[config.mk]
export PLATFORM = sky130hd
export DESIGN_NAME = irq_dest_resolver
export DESIGN_NICKNAME = d
export VERILOG_FILES = /design/src/rtl/irq_dest_resolver.sv
export SDC_FILE = /design/constraint.sdc
export NUM_CORES = 1
export LEC_CHECK = 0
export BUFFER_PORTS_ARGS = -buffer_cell sky130_fd_sc_hd__buf_2
export CAP_MARGIN = 20
export CORE_AREA = 2 2 294 296
export DETAILED_ROUTE_END_ITERATION = 10
export DIE_AREA = 0 0 296 298
export PLACE_DENSITY = 0.32
export REMOVE_ABC_BUFFERS = 1
export SYNTH_ARGS = -nofsm -noshare
export SYNTH_HDL_FRONTEND = slang
export SYNTH_SLANG_ARGS = --single-unit
[constraint.sdc]
create_clock -name clk -period 6 [get_ports clk]
set_clock_uncertainty 0.05 [all_clocks]
set_input_delay 0.6 -clock clk [delete_from_list [all_inputs] [get_ports clk]]
set_output_delay 0.6 -clock clk [all_outputs]
set_load 0.005 [all_outputs]
[src/rtl/irq_dest_resolver.sv]
module irq_dest_resolver #(
  parameter int NCPU = 8,
  localparam int SW = (NCPU > 1) ? $clog2(NCPU) : 1
) (
  input  logic              clk,
  input  logic              rst_n,
  input  logic              req,
  input  logic [1:0]        src_sel,
  input  logic [SW-1:0]     sender,
  input  logic [7:0]        d_dest,
  input  logic              d_logical,
  input  logic [1:0]        d_short,
  input  logic [2:0]        d_dmode,
  input  logic [7:0]        d_vector,
  input  logic              d_trig,
  input  logic              d_level,
  input  logic [31:0]       cmd_lo,
  input  logic [31:0]       cmd_hi,
  input  logic [31:0]       msg_addr,
  input  logic [31:0]       msg_data,
  input  logic [8*NCPU-1:0] cpu_ids,
  input  logic [32*NCPU-1:0] cpu_ldr,
  input  logic [32*NCPU-1:0] cpu_dfr,
  input  logic [NCPU-1:0]   cpu_present,
  output logic              res_valid,
  output logic [NCPU-1:0]   res_mask,
  output logic [7:0]        res_vector,
  output logic [2:0]        res_dmode,
  output logic              res_trig,
  output logic              res_level
);

  localparam logic [2:0] DM_LOWEST = 3'd1;
  localparam logic [3:0] FMT_FLAT  = 4'hF;
  localparam logic [3:0] FMT_CLUS  = 4'h0;

  logic [7:0] f_dest, f_vec;
  logic       f_log, f_trig, f_lvl;
  logic [1:0] f_sh;
  logic [2:0] f_dm;

  always_comb begin
    case (src_sel)
      2'd0: begin
        f_dest = d_dest;   f_log = d_logical; f_sh  = d_short;
        f_dm   = d_dmode;  f_vec = d_vector;  f_trig = d_trig; f_lvl = d_level;
      end
      2'd1: begin
        f_dest = cmd_hi[31:24]; f_log = cmd_lo[11]; f_sh = cmd_lo[19:18];
        f_dm   = cmd_lo[10:8];  f_vec = cmd_lo[7:0];
        f_trig = cmd_lo[15];    f_lvl = cmd_lo[14];
      end
      default: begin
        f_dest = msg_addr[19:12]; f_log = msg_addr[2]; f_sh = 2'd0;
        f_dm   = msg_data[10:8];  f_vec = msg_data[7:0];
        f_trig = msg_data[15];    f_lvl = msg_data[14];
      end
    endcase
  end

  logic [NCPU-1:0] dest_hit, self_hit;

  for (genvar i = 0; i < NCPU; i++) begin : g_slot
    logic [7:0] id, ldr;
    logic [3:0] fmt;
    logic       phys, flat, clus;
    assign id   = cpu_ids[8*i +: 8];
    assign ldr  = cpu_ldr[32*i+24 +: 8];
    assign fmt  = cpu_dfr[32*i+28 +: 4];
    assign phys = (f_dest == 8'hFF) || (id == f_dest);
    assign flat = (fmt == FMT_FLAT) && |(f_dest & ldr);
    assign clus = (fmt == FMT_CLUS) && (f_dest[7:4] == ldr[7:4]) && |(f_dest[3:0] & ldr[3:0]);
    assign dest_hit[i] = f_log ? (flat | clus) : phys;
    assign self_hit[i] = (sender == SW'(i));
  end

  logic [NCPU-1:0] sel, raw, lowest, fin;

  always_comb begin
    case (f_sh)
      2'd0:    sel = dest_hit;
      2'd1:    sel = self_hit;
      2'd2:    sel = '1;
      default: sel = ~self_hit;
    endcase
  end

  assign raw    = sel & cpu_present;
  assign lowest = raw & (~raw + NCPU'(1));
  assign fin    = (f_dm == DM_LOWEST) ? lowest : raw;

  always_ff @(posedge clk) begin
    if (!rst_n) begin
      res_valid  <= 1'b0;
      res_mask   <= '0;
      res_vector <= '0;
      res_dmode  <= '0;
      res_trig   <= 1'b0;
      res_level  <= 1'b0;
    end else begin
      res_valid <= req;
      if (req) begin
        res_mask   <= fin;
        res_vector <= f_vec;
        res_dmode  <= f_dm;
        res_trig   <= f_trig;
        res_level  <= f_lvl;
      end
    end
  end


  strobe_follows_req_chk: assert property (@(posedge clk) disable iff (!rst_n)
    req |=> res_valid);

  strobe_drops_chk: assert property (@(posedge clk) disable iff (!rst_n)
    !req |=> !res_valid && $stable(res_mask));

  absent_excluded_chk: assert property (@(posedge clk) disable iff (!rst_n)
    req |=> (res_mask & ~$past(cpu_present)) == '0);

  lowest_single_chk: assert property (@(posedge clk) disable iff (!rst_n)
    res_valid && res_dmode == DM_LOWEST |-> $onehot0(res_mask));

  shorthand_self_chk: assert property (@(posedge clk) disable iff (!rst_n)
    req && src_sel == 2'd1 && cmd_lo[19:18] == 2'd1 |=> $countones(res_mask) <= 1);

endmodule

; ---- Yosys cells after proc, flatten, opt, wreduce, memory -nomap -nowiden
; Cells that the tools add are included.
; W data, S select, Z words.
[totals]
mem_count = 0
mem_bits_rw = 0
out_inout_bits = 22
wordCells = 147
latch_bits = 0
reg_bits = 22
in_bits = 744
rom_bits = 0
[classes]
mux = 17
reduce_logical = 59
n_shift = 0
n_lt_le_gt_ge = 0
add_sub_neg = 1
bitwise_logic = 28
div_mod_pow = 0
n_eq_ne = 36
mul = 0
[ops]
columns = operator, n
row1 = $and A8 B8 Y8, 10
row2 = $eq A8 B8 Y1, 8
row3 = $reduce_or A8 Y1, 8
row4 = $and A4 B4 Y4, 8
row5 = $eq A4 B4 Y1, 8
row6 = $eq A4 B4 Y1 const B, 8
row7 = $logic_not A4 Y1, 8
row8 = $pmux W8 S2, 2
row9 = $reduce_or A4 Y1, 8
row10 = $logic_and A1 B1 Y1, 24
row11 = $pmux W8 S3, 1
row12 = $not A8 Y8, 2
row13 = $eq A3 B3 Y1 const B, 4
row14 = $add A8 B1 Y8 const B, 1
row15 = $eq A8 B8 Y1 const B, 1
row16 = $logic_or A1 B1 Y1, 8
row17 = $mux W1, 8
row18 = $mux W8, 1
row19 = $or A1 B1 Y1, 8
row20 = $eq A3 B1 Y1 const B, 2
row21 = $eq A3 B2 Y1 const B, 2
row22 = $pmux W1 S2, 3
row23 = $pmux W3 S2, 1
row24 = $eq A2 B1 Y1 const B, 2
row25 = 4 further kinds, 5

; ---- Longest topological paths before layout
[depth]
depth_word = 13
ltp_mapped = 13
depth_no_buf = 12

; ---- Least setup slack after synthesis
; OpenSTA, ideal clock, no wires.
[synth_path]
path_kind = input -> register
from = in src_sel[0]
to = reg res_mask[6]
setup_time_ns = 0.060
slack_ns = 2.539
t_arrival_ns = 3.351
n_path_buf = 1
cell_stages = 11
required_ns = 5.890
path_cell_list = buf_6 mux2_4 mux2i_4 inv_1 ha_1 or4_1 a22o_1 a2111oi_1 nor4_2 o41ai_2 a32o_1
[synth_between]
elab_chain_len = 13
elab_cells_between_ends = 101
classes_between = add/sub (1) / eq/ne (19) / mux (13) / bitwise (24) / reduce/logical (44)
[synth_lines]
columns = item, line_no
row1 = start: declaration, 8  ; input logic [1:0] src_sel,
row2 = $eq A2 B1 Y1 / $logic_not A2 Y1 (equally long branches), 43  ; case (src_sel)
row3 = $pmux W8 S2, 43
row4 = $and A8 B8 Y8 (tied with other cells), 71  ; assign flat = (fmt == FMT_FLAT) && |(f_dest & ldr);
row5 = $reduce_or A8 Y1 (tied with other cells), 71
row6 = "$logic_and A1 B1 Y1, on equally long branches", "71, 72"
row7 = $or A1 B1 Y1, 73  ; assign dest_hit[i] = f_log ? (flat | clus) : phys;
row8 = $mux W1, 73
row9 = $pmux W8 S3, 80  ; case (f_sh)
row10 = $and A8 B8 Y8, 88  ; assign raw = sel & cpu_present;
row11 = $not A8 Y8, 89  ; assign lowest = raw & (~raw + NCPU'(1));
row12 = $add A8 B1 Y8, 89
row13 = $and A8 B8 Y8, 89
row14 = $mux W8 *, 90  ; assign fin = (f_dm == DM_LOWEST) ? lowest : raw;
row15 = end signal: assignment, 103  ; res_mask <= fin;
row16 = end: declaration, 26  ; output logic [NCPU-1:0] res_mask,
; Mark *: on every way between the ends. The rest lies on a longest branch, timed or not.
; A chain may end at the register's enable or synchronous reset.

; ---- Worst setup path after layout
[layout_path]
from = in src_sel[1]
to = reg res_mask[7]
; The elaborated chain is that of the path after synthesis.

==> impl_results.md <==
* Main area contributors after synthesis: dfxtp_1 13%, xnor2_1 12%, ha_1 11%
* Switching part of the total at 40.5%
* Total congestion overflow after global routing at 0
* Ys flop type: dfxtp_1
* Drt first pass iters at 4
* Proportion of netlist area held by the largest area contributor at 12.5%
* Antenna violation net count after detailed routing at 0
* Flops & latches, synth at 22
* Avg Cell Area, Syn at roughly 8.5 sq um
* Static power due to leakage at 2.49 nW
* DRC Markers at 0
* Slew of the pin with the lowest slew margin at 1080 ps
* Kind of critical path: in -> reg
* Arrival time of the worst setup path at 4590 ps
* Width of the die at 296 um
* Per-cell routed wire length at 15.2 um
* Setup TNS after final layout at 0 ps
* Final worst-path cycle share at 74.8%
* Clock network latency to the later pin of the worst-skew pair at 260 ps
* CP required at 6100 ps
* Sequential group share of total power at 21.4%
* Cell type with the highest occurrence count on the critical path: buf_4
* Clock root buffer master: clkbuf_16
* Wire length of the first global-routing pass at between 30000 and 40000 um
* Synth Instances at 416
* Clock tree from TritonCTS: built
* Via count of the first global-routing pass at around 4400
* Clock Sink Count at 22
* Run status: completed
* WP buf/inv at 5
* Slew Viols, Final at 0
* # nets final at roughly 1500
* Via count of the routed design at 4382
* Fraction of synthesis flops using an asynchronous set or reset pin at 0%
* Relative slew margins at 27.1%
* Hold_ws at ~430 ps
* Count of flip-flops with a built-in enable after synthesis at 0
* Antenna violations before repair at 31
* Netlist cell types at slightly below 60
* Routability-driven placement congestion ratio at 0.699
* Most used standard cells in the synthesized netlist: 49 x xnor2_1, 32 x ha_1, 30 x mux2i_1, 30 x nor4_1, 25 x nand2_1
* Post CTS Setup Buffer Count at 0
* Final hold vios at 0
* Internal power component at 0.442 mW
* Number of warnings reported in the yosys synthesis log at 0
* Number of rows created at floorplan at 107
* Share of synthesized area occupied by flip-flops and latches at approximately an eighth
* Family of cells with the greatest summed delay on the critical path: buffers and inverters
* Sw power at 0.301 mW
* Die extent in y at 298 um
* Class of the most critical hold timing path: reg -> reg
* Count of max-cap constraint violations at 0
* Clock network power share at 21.5%
* Placeable core area at 84900 sq um
* Number of buffers inserted during clock tree synthesis at 3
* Max stage delay cell, worst path: a41oi_1
* Clock-pin slew on the worst setup and hold paths at 60 ps
* Hold buffer count at CTS at 0
* Area growth, synth to finish at 82.9%
* Crit path time final at 4490 ps
* Final HPWL DP at 25100 um
* DR vias/cell at 2.38
* Crit path setup slack, layout at 1510 ps
* Kind of start point of the critical path: input pin
* Final setup violating endpoints at 0
* Detailed Route WL at 27900 um
* Crit path cell chain: buf_2 -> mux2i_4 -> buf_4 -> inv_1 -> buf_4 -> ha_1 -> nor4_1 -> buf_4 -> a21boi_0 -> a41oi_1 -> o31ai_1 -> nor2_1 -> nand2_1 -> and3_4 -> a32o_1
* Share of total power in combinational logic at 57.1%
* Input/output buffers at between 200 and 300
* Layout cells sized above 1 at 45.5%
* Post-synth top area cell: dfxtp_1
* CTS-repair resized insts at 0
* Power per standard cell area at approximately 120 nW/um^2
* VDD IR max at ~70 uV
* Overall die area at about 88000 sq um
* H-tree depth reported by CTS at 1
* Critical path fanouts, max at 22
* Leading cell type by number of instances after synthesis: xnor2_1
* Filler cell count in the final layout at 10100
* F_max at 223 MHz
* Total track usage at under 10%
* Placement Setup Slack at 1240 ps
* I/O pin total at between 700 and 800
* Element type at the critical path end: flop
* Starting density of the core at 4.15%
* Maximum number of pins on one net before global-route repair at 33
* Highest cell delay on the worst timing path at roughly 600 ps
* Setup repair after global routing missed its margin: no
* Post-Synthesis Cell Area at between 3000 and 4000 sq um
* Number of buffers between clock root and the deepest sink at 2
* Initial DRC Count at 206
==> sequential cells by signal, indices dropped and copies added (netlist names) <==
name	count
res_level	1
res_mask	8
res_dmode	3
res_trig	1
res_vector	8
res_valid	1
==> kinds of logic after synthesis <==
kind of cell / after synthesis / share of synthesized area (%)
simple gates: 138 / 22.4
xor+xnor: 73 / 18.2
mux: 42 / 14.2
fa+ha+maj: 32 / 11.4
flops: 22 / 12.5
buf+inv: 22 / 3.27
compound gates: 87 / 18.1
==> layout by cell type, fill, tap and decap left out, types with 4 or more instances in the layout <==
master      n
nor2b_1    17
a22oi_1    13
ha_1       32
a21oi_1     4
buf_2     267
nor2_1     15
o21ai_2     4
o21a_1      8
nor4_1     30
mux2i_4     4
o21ai_0    22
diode_2     7
buf_4      19
nand4_1    17
inv_1       4
a211oi_1    4
mux2_4      5
nand3_1     5
o211ai_1    5
nand2_1    25
xnor2_1    49
dfxtp_1    22
xor2_1     24
mux2i_1    30
nand2b_1    7
a32o_1      4
==> metrics by stage <==
step                power, mW  util [%]  area, sq um  instances
floorplan               0.352         -         3420        398
global route            0.808      7.57         6420       1833
detailed placement      0.600      7.46         6330       1828
global placement        0.598      7.46         6330       1828
finish                  0.743      7.58         6440       1839
CTS                     0.768      7.56         6420       1832
==> per-layer routing <==
metal / global-route usage (%) / up-vias / share of wire (%)
met5: 0 / - / 0.30
met1: 9.05 / 1954 / 50
met4: 0.541 / 14 / 0.88
met2: 8.58 / 246 / 38
met3: 1.75 / 42 / 11
li1: - / 2126 / -
==> tightest hold or removal path, delay by kind of cell, from the launching register on <==
family	cells	cell delay, ps
AOI/OAI and AO/OA	1	60
and+or+nand+nor	1	70
DFF	1	310
==> final cells by class <==
cell class / count / area (sq um) / share of cell area, %
timing repair buffer: 286 / 1480 / 23.0
inverter: 4 / 15.0 / 0.233
tap: 1144 / 1430 / 22.2
multi-input combinational: 372 / 2960 / 46.1
sequential: 22 / 440 / 6.84
clock buffer: 4 / 88.8 / 1.38
antenna: 7 / 17.5 / 0.272
==> worst paths after layout <==
path               startpoint     endpoint  slack (ps)  cells after the start
setup / recovery   src_sel[1]  res_mask[7]        1510                     15
hold / removal    res_mask[2]  res_mask[2]         430                      2
setup reg to reg  res_mask[3]  res_mask[3]        5240                      2
hold reg to reg   res_mask[2]  res_mask[2]         430                      2
==> power groups by stage <==
stage | Combinational [mW] | Clock [mW] | Sequential [mW]
finish | 0.425 | 0.160 | 0.159
global route | 0.473 | 0.175 | 0.160
CTS | 0.440 | 0.168 | 0.159
detailed placement | 0.438 | 0 | 0.162
global placement | 0.436 | 0 | 0.162
floorplan | 0.189 | 0 | 0.163
No activity file was read; power rests on OpenSTA's default activity.
